File: src/rtl/asid_tlb_pkg.sv
package asid_tlb_pkg;
  localparam logic [5:0] CAUSE_OK        = 6'd0;
  localparam logic [5:0] CAUSE_I_MISS    = 6'd16;
  localparam logic [5:0] CAUSE_I_MULTI   = 6'd17;
  localparam logic [5:0] CAUSE_I_PRIV    = 6'd18;
  localparam logic [5:0] CAUSE_I_PROHIB  = 6'd20;
  localparam logic [5:0] CAUSE_D_MISS    = 6'd24;
  localparam logic [5:0] CAUSE_D_MULTI   = 6'd25;
  localparam logic [5:0] CAUSE_D_PRIV    = 6'd26;
  localparam logic [5:0] CAUSE_LD_PROHIB = 6'd28;
  localparam logic [5:0] CAUSE_ST_PROHIB = 6'd29;

  localparam logic [1:0] KIND_LOAD  = 2'd0;
  localparam logic [1:0] KIND_STORE = 2'd1;
  localparam logic [1:0] KIND_FETCH = 2'd2;

  localparam logic [1:0] CACHE_ISOLATE = 2'd3;
endpackage

File: src/rtl/tlb_way_store.sv
module tlb_way_store #(
  parameter int ENTRIES = 4,
  parameter int VPN_W   = 20,
  parameter int ASID_W  = 8,
  parameter int ATTR_W  = 4
) (
  input  logic                       clk_i,
  input  logic                       rst_ni,
  input  logic                       we_i,
  input  logic [$clog2(ENTRIES)-1:0] widx_i,
  input  logic [VPN_W-1:0]           wvpn_i,
  input  logic [VPN_W-1:0]           wppn_i,
  input  logic [ASID_W-1:0]          wasid_i,
  input  logic [ATTR_W-1:0]          wattr_i,
  input  logic [$clog2(ENTRIES)-1:0] ridx_i,
  output logic [VPN_W-1:0]           rvpn_o,
  output logic [VPN_W-1:0]           rppn_o,
  output logic [ASID_W-1:0]          rasid_o,
  output logic [ATTR_W-1:0]          rattr_o
);
  logic [VPN_W-1:0]  vpn_q  [ENTRIES];
  logic [VPN_W-1:0]  ppn_q  [ENTRIES];
  logic [ASID_W-1:0] asid_q [ENTRIES];
  logic [ATTR_W-1:0] attr_q [ENTRIES];

  always_ff @(posedge clk_i or negedge rst_ni) begin
    if (!rst_ni) begin
      for (int e = 0; e < ENTRIES; e++) begin
        vpn_q[e]  <= '0;
        ppn_q[e]  <= '0;
        asid_q[e] <= '0;
        attr_q[e] <= '0;
      end
    end else if (we_i) begin
      vpn_q[widx_i]  <= wvpn_i;
      ppn_q[widx_i]  <= wppn_i;
      asid_q[widx_i] <= wasid_i;
      attr_q[widx_i] <= wattr_i;
    end
  end

  assign rvpn_o  = vpn_q[ridx_i];
  assign rppn_o  = ppn_q[ridx_i];
  assign rasid_o = asid_q[ridx_i];
  assign rattr_o = attr_q[ridx_i];
endmodule

File: src/rtl/tlb_ring_match.sv
module tlb_ring_match #(
  parameter int ASID_W = 8,
  parameter int RINGS  = 4
) (
  input  logic [ASID_W-1:0]       asid_i,
  input  logic [RINGS*ASID_W-1:0] rasid_i,
  output logic                    match_o,
  output logic [$clog2(RINGS)-1:0] ring_o
);
  localparam int RING_W = $clog2(RINGS);

  // scan high to low so the lowest matching byte wins
  always_comb begin
    match_o = 1'b0;
    ring_o  = '0;
    for (int i = RINGS - 1; i >= 0; i--) begin
      if (rasid_i[i*ASID_W +: ASID_W] == asid_i) begin
        match_o = 1'b1;
        ring_o  = RING_W'(i);
      end
    end
  end
endmodule

File: src/rtl/tlb_rights_decode.sv
module tlb_rights_decode
  import asid_tlb_pkg::*;
#(
  parameter int ATTR_W = 4
) (
  input  logic [ATTR_W-1:0] attr_i,
  input  logic [1:0]        kind_i,
  output logic [2:0]        rights_o,
  output logic [1:0]        cache_o,
  output logic              granted_o
);
  logic rd, wr, ex;

  always_comb begin
    rd      = 1'b0;
    wr      = 1'b0;
    ex      = 1'b0;
    cache_o = 2'd0;
    if (attr_i < ATTR_W'(12)) begin
      rd      = 1'b1;
      ex      = attr_i[0];
      wr      = attr_i[1];
      cache_o = attr_i[3:2];
    end else if (attr_i == ATTR_W'(13)) begin
      rd      = 1'b1;
      wr      = 1'b1;
      cache_o = CACHE_ISOLATE;
    end
    if (kind_i == KIND_FETCH) begin
      rd = 1'b0;
      wr = 1'b0;
    end else begin
      ex = 1'b0;
    end
  end

  assign rights_o  = {ex, wr, rd};
  assign granted_o = (kind_i == KIND_FETCH) ? ex :
                     (kind_i == KIND_STORE) ? wr : rd;
endmodule

File: src/rtl/asid_ring_tlb.sv
module asid_ring_tlb
  import asid_tlb_pkg::*;
#(
  parameter int VA_W      = 32,
  parameter int PAGE_BITS = 12,
  parameter int NUM_WAYS  = 4,
  parameter int ENTRIES   = 4,
  parameter int ASID_W    = 8,
  parameter int ATTR_W    = 4
) (
  input  logic                         clk_i,
  input  logic                         rst_ni,
  input  logic                         rasid_we_i,
  input  logic [4*ASID_W-1:0]          rasid_i,
  input  logic                         wr_en_i,
  input  logic [$clog2(NUM_WAYS)-1:0]  wr_way_i,
  input  logic [VA_W-PAGE_BITS-1:0]    wr_vpn_i,
  input  logic [VA_W-PAGE_BITS-1:0]    wr_ppn_i,
  input  logic [ASID_W-1:0]            wr_asid_i,
  input  logic [ATTR_W-1:0]            wr_attr_i,
  input  logic                         refill_en_i,
  input  logic [VA_W-PAGE_BITS-1:0]    refill_vpn_i,
  input  logic [VA_W-1:0]              refill_pte_i,
  input  logic [VA_W-1:0]              ptbase_i,
  input  logic                         req_valid_i,
  input  logic [VA_W-1:0]              req_vaddr_i,
  input  logic [1:0]                   req_kind_i,
  input  logic [1:0]                   req_priv_i,
  output logic                         rsp_valid_o,
  output logic [5:0]                   rsp_cause_o,
  output logic [VA_W-1:0]              rsp_paddr_o,
  output logic [2:0]                   rsp_rights_o,
  output logic [1:0]                   rsp_cache_o,
  output logic [1:0]                   rsp_ring_o,
  output logic [VA_W-1:0]              pte_addr_o
);
  localparam int VPN_W   = VA_W - PAGE_BITS;
  localparam int IDX_W   = $clog2(ENTRIES);
  localparam int WAY_W   = $clog2(NUM_WAYS);
  localparam int RINGS   = 4;
  localparam int RING_W  = $clog2(RINGS);
  localparam int RASID_W = RINGS * ASID_W;
  localparam int CNT_W   = $clog2(NUM_WAYS + 1);

  function automatic logic [RASID_W-1:0] rasid_reset();
    logic [RASID_W-1:0] r;
    for (int i = 0; i < RINGS; i++) r[i*ASID_W +: ASID_W] = ASID_W'(i + 1);
    return r;
  endfunction

  logic [RASID_W-1:0] rasid_q;
  logic [WAY_W-1:0]   ridx_q;
  logic [WAY_W-1:0]   refill_way;

  always_ff @(posedge clk_i or negedge rst_ni) begin
    if (!rst_ni) begin
      rasid_q <= rasid_reset();
      ridx_q  <= '0;
    end else begin
      if (rasid_we_i) rasid_q <= rasid_i;
      if (refill_en_i) ridx_q <= refill_way;
    end
  end

  assign refill_way = ridx_q + WAY_W'(1);

  // refill entry fields taken from the page-table word
  logic [RING_W-1:0] pte_ring;
  logic [ASID_W-1:0] pte_asid;
  logic [VPN_W-1:0]  pte_ppn;
  logic [ATTR_W-1:0] pte_attr;
  logic              unused_pte;

  assign pte_ring   = refill_pte_i[5:4];
  assign pte_asid   = rasid_q[pte_ring*ASID_W +: ASID_W];
  assign pte_ppn    = refill_pte_i[VA_W-1:PAGE_BITS];
  assign pte_attr   = refill_pte_i[ATTR_W-1:0];
  assign unused_pte = ^refill_pte_i[PAGE_BITS-1:6];

  logic [VPN_W-1:0]  way_vpn   [NUM_WAYS];
  logic [VPN_W-1:0]  way_ppn   [NUM_WAYS];
  logic [ASID_W-1:0] way_asid  [NUM_WAYS];
  logic [ATTR_W-1:0] way_attr  [NUM_WAYS];
  logic [RING_W-1:0] way_ring  [NUM_WAYS];
  logic [NUM_WAYS-1:0] way_match, way_hit;
  logic [IDX_W-1:0]  req_idx;
  logic [VPN_W-1:0]  req_vpn;

  assign req_vpn = req_vaddr_i[VA_W-1:PAGE_BITS];
  assign req_idx = req_vaddr_i[PAGE_BITS +: IDX_W];

  for (genvar w = 0; w < NUM_WAYS; w++) begin : g_way
    logic rf_sel, wp_sel;
    assign rf_sel = refill_en_i && (refill_way == WAY_W'(w));
    assign wp_sel = wr_en_i && (wr_way_i == WAY_W'(w));

    tlb_way_store #(
      .ENTRIES(ENTRIES), .VPN_W(VPN_W), .ASID_W(ASID_W), .ATTR_W(ATTR_W)
    ) u_store (
      .clk_i  (clk_i),
      .rst_ni (rst_ni),
      .we_i   (rf_sel || wp_sel),
      .widx_i (rf_sel ? refill_vpn_i[IDX_W-1:0] : wr_vpn_i[IDX_W-1:0]),
      .wvpn_i (rf_sel ? refill_vpn_i : wr_vpn_i),
      .wppn_i (rf_sel ? pte_ppn : wr_ppn_i),
      .wasid_i(rf_sel ? pte_asid : wr_asid_i),
      .wattr_i(rf_sel ? pte_attr : wr_attr_i),
      .ridx_i (req_idx),
      .rvpn_o (way_vpn[w]),
      .rppn_o (way_ppn[w]),
      .rasid_o(way_asid[w]),
      .rattr_o(way_attr[w])
    );

    tlb_ring_match #(.ASID_W(ASID_W), .RINGS(RINGS)) u_ring (
      .asid_i (way_asid[w]),
      .rasid_i(rasid_q),
      .match_o(way_match[w]),
      .ring_o (way_ring[w])
    );

    assign way_hit[w] = (way_vpn[w] == req_vpn) && (way_asid[w] != '0) && way_match[w];
  end

  logic [CNT_W-1:0]  hit_cnt;
  logic [VPN_W-1:0]  sel_ppn;
  logic [ATTR_W-1:0] sel_attr;
  logic [RING_W-1:0] sel_ring;

  always_comb begin
    hit_cnt  = '0;
    sel_ppn  = '0;
    sel_attr = '0;
    sel_ring = '0;
    for (int w = 0; w < NUM_WAYS; w++) begin
      if (way_hit[w]) begin
        hit_cnt  = hit_cnt + CNT_W'(1);
        sel_ppn  = way_ppn[w];
        sel_attr = way_attr[w];
        sel_ring = way_ring[w];
      end
    end
  end

  logic [2:0] dec_rights;
  logic [1:0] dec_cache;
  logic       dec_granted;

  tlb_rights_decode #(.ATTR_W(ATTR_W)) u_dec (
    .attr_i   (sel_attr),
    .kind_i   (req_kind_i),
    .rights_o (dec_rights),
    .cache_o  (dec_cache),
    .granted_o(dec_granted)
  );

  logic       is_fetch, is_store;
  logic [5:0] cause_d;

  assign is_fetch = (req_kind_i == KIND_FETCH);
  assign is_store = (req_kind_i == KIND_STORE);

  // fault priority: miss, multi-hit, privilege, rights
  always_comb begin
    if (hit_cnt == '0)               cause_d = is_fetch ? CAUSE_I_MISS  : CAUSE_D_MISS;
    else if (hit_cnt > CNT_W'(1))    cause_d = is_fetch ? CAUSE_I_MULTI : CAUSE_D_MULTI;
    else if (sel_ring < req_priv_i)  cause_d = is_fetch ? CAUSE_I_PRIV  : CAUSE_D_PRIV;
    else if (!dec_granted)           cause_d = is_fetch ? CAUSE_I_PROHIB :
                                               is_store ? CAUSE_ST_PROHIB : CAUSE_LD_PROHIB;
    else                             cause_d = CAUSE_OK;
  end

  logic ok_d;
  assign ok_d = (cause_d == CAUSE_OK);

  always_ff @(posedge clk_i or negedge rst_ni) begin
    if (!rst_ni) begin
      rsp_valid_o  <= 1'b0;
      rsp_cause_o  <= '0;
      rsp_paddr_o  <= '0;
      rsp_rights_o <= '0;
      rsp_cache_o  <= '0;
      rsp_ring_o   <= '0;
      pte_addr_o   <= '0;
    end else begin
      rsp_valid_o <= req_valid_i;
      if (req_valid_i) begin
        rsp_cause_o  <= cause_d;
        rsp_paddr_o  <= ok_d ? {sel_ppn, req_vaddr_i[PAGE_BITS-1:0]} : '0;
        rsp_rights_o <= ok_d ? dec_rights : '0;
        rsp_cache_o  <= ok_d ? dec_cache : '0;
        rsp_ring_o   <= (hit_cnt == CNT_W'(1)) ? sel_ring : '0;
        pte_addr_o   <= (ptbase_i | (req_vaddr_i >> 10)) & ~VA_W'(3);
      end
    end
  end
endmodule

File: config.mk
export PLATFORM = sky130hd
export DESIGN_NAME = asid_ring_tlb
export DESIGN_NICKNAME = d
export VERILOG_FILES = /design/src/rtl/asid_tlb_pkg.sv /design/src/rtl/tlb_way_store.sv /design/src/rtl/tlb_ring_match.sv /design/src/rtl/tlb_rights_decode.sv /design/src/rtl/asid_ring_tlb.sv
export SDC_FILE = /design/constraint.sdc
export NUM_CORES = 2
export LEC_CHECK = 0
export BUFFER_PORTS_ARGS = -buffer_cell sky130_fd_sc_hd__buf_2
export CORE_ASPECT_RATIO = 2
export CORE_UTILIZATION = 66
export DETAILED_ROUTE_END_ITERATION = 8
export PLACE_DENSITY = 0.86
export SLEW_MARGIN = 5
export SYNTH_ARGS = -nofsm -noshare
export SYNTH_HDL_FRONTEND = slang
export SYNTH_SLANG_ARGS = --single-unit
File: constraint.sdc
create_clock -name clk_i -period 9.07 [get_ports clk_i]
set_input_delay 0 -clock clk_i [delete_from_list [all_inputs] [get_ports clk_i]]
set_output_delay 0 -clock clk_i [all_outputs]
set_load 0.02 [all_outputs]
==> results.txt <==
----------------------------------------------------
[STA]
  Worst Clk Skew ... 42.4 ps
  Slew at the pin closest to its max-slew limit ... 1230 ps
  Worst max-slew margin expressed relative to the limit ... 0.177
  Ratio of final minimum period to clock period ... 0.694
  Setup tns final ... 0 ps
  Shortest clock period the worst path allows after layout ... 6290 ps
  Max-slew violation count ... 0
  Number of hold violations in the final report ... 0
  Unrepaired setup endpoints after global routing ... no
  Final Worst Setup Slack ... 2780 ps
  Number of endpoints failing setup at the final stage ... 0
  Highest Clock Rate ... 0.159 GHz

[Setup path]
  Sort of element at the start of the critical path ... register
  Delay of the slowest critical-path stage ... 940 ps
  CP required ... 9650 ps
  Classification of the worst setup path ... reg2reg
  Standard cell with the maximum stage delay on the critical path ... nand3_2
  CP endpoint kind ... register
  Crit path cell chain ... mux4_2 > xnor2_1 > nand4_1 > or4b_2 > o21bai_1 > a21oi_1 > o22ai_1 > o21a_1 > ha_1 > a21oi_1 > dlygate4sd3_1 > o21a_1 > nor2_1 > nand3_2 > o2bb2ai_1
  Data arrival at the endpoint of the critical path ... 6880 ps
  Maximum fanout encountered on the critical timing path ... 37

[Layout]
  Fraction of layout cells with a size suffix above 1 ... 0.162
  Synth-to-Final Area Change ... 16.5%
  Core Util, Final ... 0.776
  Number of nets in the finished design ... 4816

[Placement]
  Setup slack at placement ... 2420 ps
  Final weighted congestion in routability-driven placement ... 0.978
  Half-perimeter wire length after detailed placement ... 84.4 mm
  I/O Buffers ... 278

[Die]
  Horiz. Die Dim ... 187 um
  IO Pins ... 290
  Area of the placeable core ... 67600 um^2
  Total Die Area ... 69300 um^2
  Number of rows in the core area ... 135
  Initial core utilization ... 0.666
  Overall die height ... 371 um

[Detailed routing]
  Number of nets still failing antenna checks after routing ... 0
  First drt pass iteration count ... 9
  Wire per inst ... 26.5 um
  Remaining routing DRC violations ... 2
  Via count of the routed design ... 38400
  Count of routing violations after the opening detailed-route iteration ... 4998
  Post-DR vias/cell ... 6.89
  Sum of routed wire length over all layers ... 147 mm

[Synth]
  Leading area contributor after synthesis ... dfrtp_1
  Sequential area share after synthesis ... 0.523
  Proportion of register bits with asynchronous set or reset after synthesis ... 1.00
  Mapped Avg Cell Area ... 10.6 um^2
  Primary flip-flop cell chosen by synthesis mapping ... dfrtp_1
  Count of mapped cells out of synthesis ... 4242
  Synthesis-stage register bit count ... 941
  Yosys top cell area share ... 0.521
  Post-synth top cells ... nor2_1, dfrtp_1, a21oi_1
  Yosys warning total ... 0
  Most frequent cell after synthesis ... nor2_1
  Number of distinct standard cells referenced by the synthesized netlist ... 79
  Top cells by area, synth ... dfrtp_1, mux4_2, a21oi_1
  Total standard cell area after synthesis ... 45000 um^2
  Number of enable flip-flop cells after synthesis ... 0

[Global route]
  Total grt overflow ... 0
  Met2 GRT Util ... 0.692
  Antenna violations before repair ... 15
  Total global routing track utilization ... 0.435
  Wire length of the first global-routing pass ... 226 mm
  Most Used Layer, Global Route ... met2
  Met3 Resource Use GR ... 0.128
  Global routing usage on met1 ... 0.483
  Number of global-route vias before repair ... 40100
  Largest net degree at the start of global routing ... 186

[Power]
  Worst VDD drop ... 0.207 mV
  LEAKAGE ... 22.3 nW
  Power density normalized to cell area ... 311 nW/um^2

[Status]
  Failing checks ... DRC
  Status ... finished with violations

[Min path]
  Class of the tightest hold or removal check ... in2reg

[Clocking]
  Sinks on Clock Net ... 941
  Worst-Skew Late Latency ... 700 ps
  Max H-tree Level ... 3
  Setup repair bufs after CTS ... 0
  Clock transition time at the flip-flop clock pins of the worst setup and hold paths ... 80 ps
  Deepest clock path buffer count ... 3
  CTS Root Cell ... clkbuf_16
  CTS tree ... done
  Inserted Clock Buffers ... 80

[Flow run]
  Max-cap check violation count ... 0

----------------------------------------------------
## flip-flops by register name (all words and copies together), names as in the netlist
name,flops
g_way.u_store.asid_q,128
g_way.u_store.attr_q,64
g_way.u_store.ppn_q,320
g_way.u_store.vpn_q,320
pte_addr_o,30
rasid_q,32
ridx_q,2
rsp_cache_o,2
rsp_cause_o,5
rsp_paddr_o,32
rsp_rights_o,3
rsp_ring_o,2
rsp_valid_o,1
## worst max-delay path, delay by kind of cell (launching register included)
kind | cells | cell delay (ps)
adder cells (fa/ha/maj) | 1 | 300
buffers and inverters | 1 | 570
AND/OR/NAND/NOR | 4 | 2430
flip-flops | 1 | 380
multiplexers | 1 | 510
XOR/XNOR | 1 | 610
AO/OA/AOI/OAI | 7 | 1360
## what timing repair did
item | CTS | global route
hold buffers | 285 | 0
gates resized for setup | 0 | 0
endpoints found under the hold margin | 992 | 0
## metal layers
metal | share of wire | up-vias
met5 | 0.00023 | -
met4 | 0.095 | 6
met3 | 0.12 | 1054
met2 | 0.48 | 2894
met1 | 0.31 | 18800
li1 | - | 15600
## report_power, final
group | switching (mW) | total (mW) | internal (mW) | leakage, nW
Sequential | 1.23 | 7.27 | 6.04 | 10.6
Clock | 1.63 | 3.62 | 1.99 | 1.33
Combinational | 2.97 | 5.40 | 2.42 | 10.3
Total | 5.84 | 16.3 | 10.4 | 22.3
## path summary, 6_finish.rpt
kind | slack, ps | end | from | cells after the start
min in group asynchronous | 470 | rasid_q[17]$_DFFE_PN1P_ | rst_ni | 3
min reg2reg | 470 | g_way[0].u_store.vpn_q[21]$_DFFE_PN0P_ | g_way[0].u_store.vpn_q[21]$_DFFE_PN0P_ | 1
min | 40 | g_way[3].u_store.ppn_q[62]$_DFFE_PN0P_ | wr_way_i[0] | 4
max reg2reg | 2780 | rsp_paddr_o[6]$_DFFE_PN0P_ | g_way[1].u_store.vpn_q[34]$_DFFE_PN0P_ | 15
max in group asynchronous | 6620 | g_way[0].u_store.ppn_q[66]$_DFFE_PN0P_ | rst_ni | 5
max | 2780 | rsp_paddr_o[6]$_DFFE_PN0P_ | g_way[1].u_store.vpn_q[34]$_DFFE_PN0P_ | 15
## layout by cell type, fill, tap and decap left out, types with 6 or more instances in the layout
| cell type | Yosys | layout |
|---|---|---|
| buf_12 | 0 | 6 |
| dlygate4sd3_1 | 0 | 284 |
| clkbuf_1 | 278 | 21 |
| nor2b_1 | 9 | 9 |
| clkbuf_8 | 0 | 16 |
| or2_2 | 21 | 21 |
| o21ai_0 | 9 | 9 |
| o22ai_4 | 0 | 16 |
| nor3_1 | 43 | 42 |
| nor2_1 | 937 | 935 |
| bufinv_16 | 0 | 6 |
| diode_2 | 0 | 13 |
| ha_1 | 8 | 8 |
| xnor2_1 | 193 | 193 |
| clkbuf_16 | 0 | 82 |
| a221oi_1 | 23 | 23 |
| buf_2 | 17 | 275 |
| mux2_2 | 45 | 45 |
| a21oi_1 | 853 | 853 |
| mux4_2 | 190 | 190 |
| nand3b_1 | 9 | 9 |
| o2bb2ai_1 | 38 | 38 |
| nor4_1 | 32 | 30 |
| xor2_1 | 22 | 22 |
| dfrtp_1 | 936 | 936 |
| clkinv_2 | 0 | 12 |
| buf_4 | 11 | 45 |
| inv_1 | 41 | 40 |
| nand3_1 | 22 | 22 |
| nand2_1 | 38 | 34 |
| mux2i_1 | 241 | 241 |
| nand4_1 | 53 | 53 |
## final cells by class
cell class,count,area [um^2]
Inverter,41,154
Clock inverter,28,354
Sequential cell,941,23600
Clock buffer,119,2350
Tap cell,890,1110
Multi-Input combinational cell,2918,20100
Fill cell,3938,15100
Timing Repair Buffer,614,4750
Antenna cell,13,32.5
## logic make-up after synthesis
family	share of synthesized area
and+or+nand+nor	0.113
AOI/OAI and AO/OA	0.123
DFF	0.523
muxes	0.160
buffers and inverters	0.0357
xor gates and xnor gates	0.0418
adders and majority gates	0.00222
other	0.0000833
## stage by stage
stage               std cells  hold WS (ps)  power (mW)  instance area (um^2)
global placement         5119        -0.942        11.7                 46800
CTS                      5551         0.726        15.9                 52400
finish                   5564          40.3        16.3                 52400
floorplan                4244          -296        10.6                 45000
detailed placement       5119         -1.40        12.1                 46800
global route             5559          54.6        17.0                 52400
(Power assumes the default switching activity.)
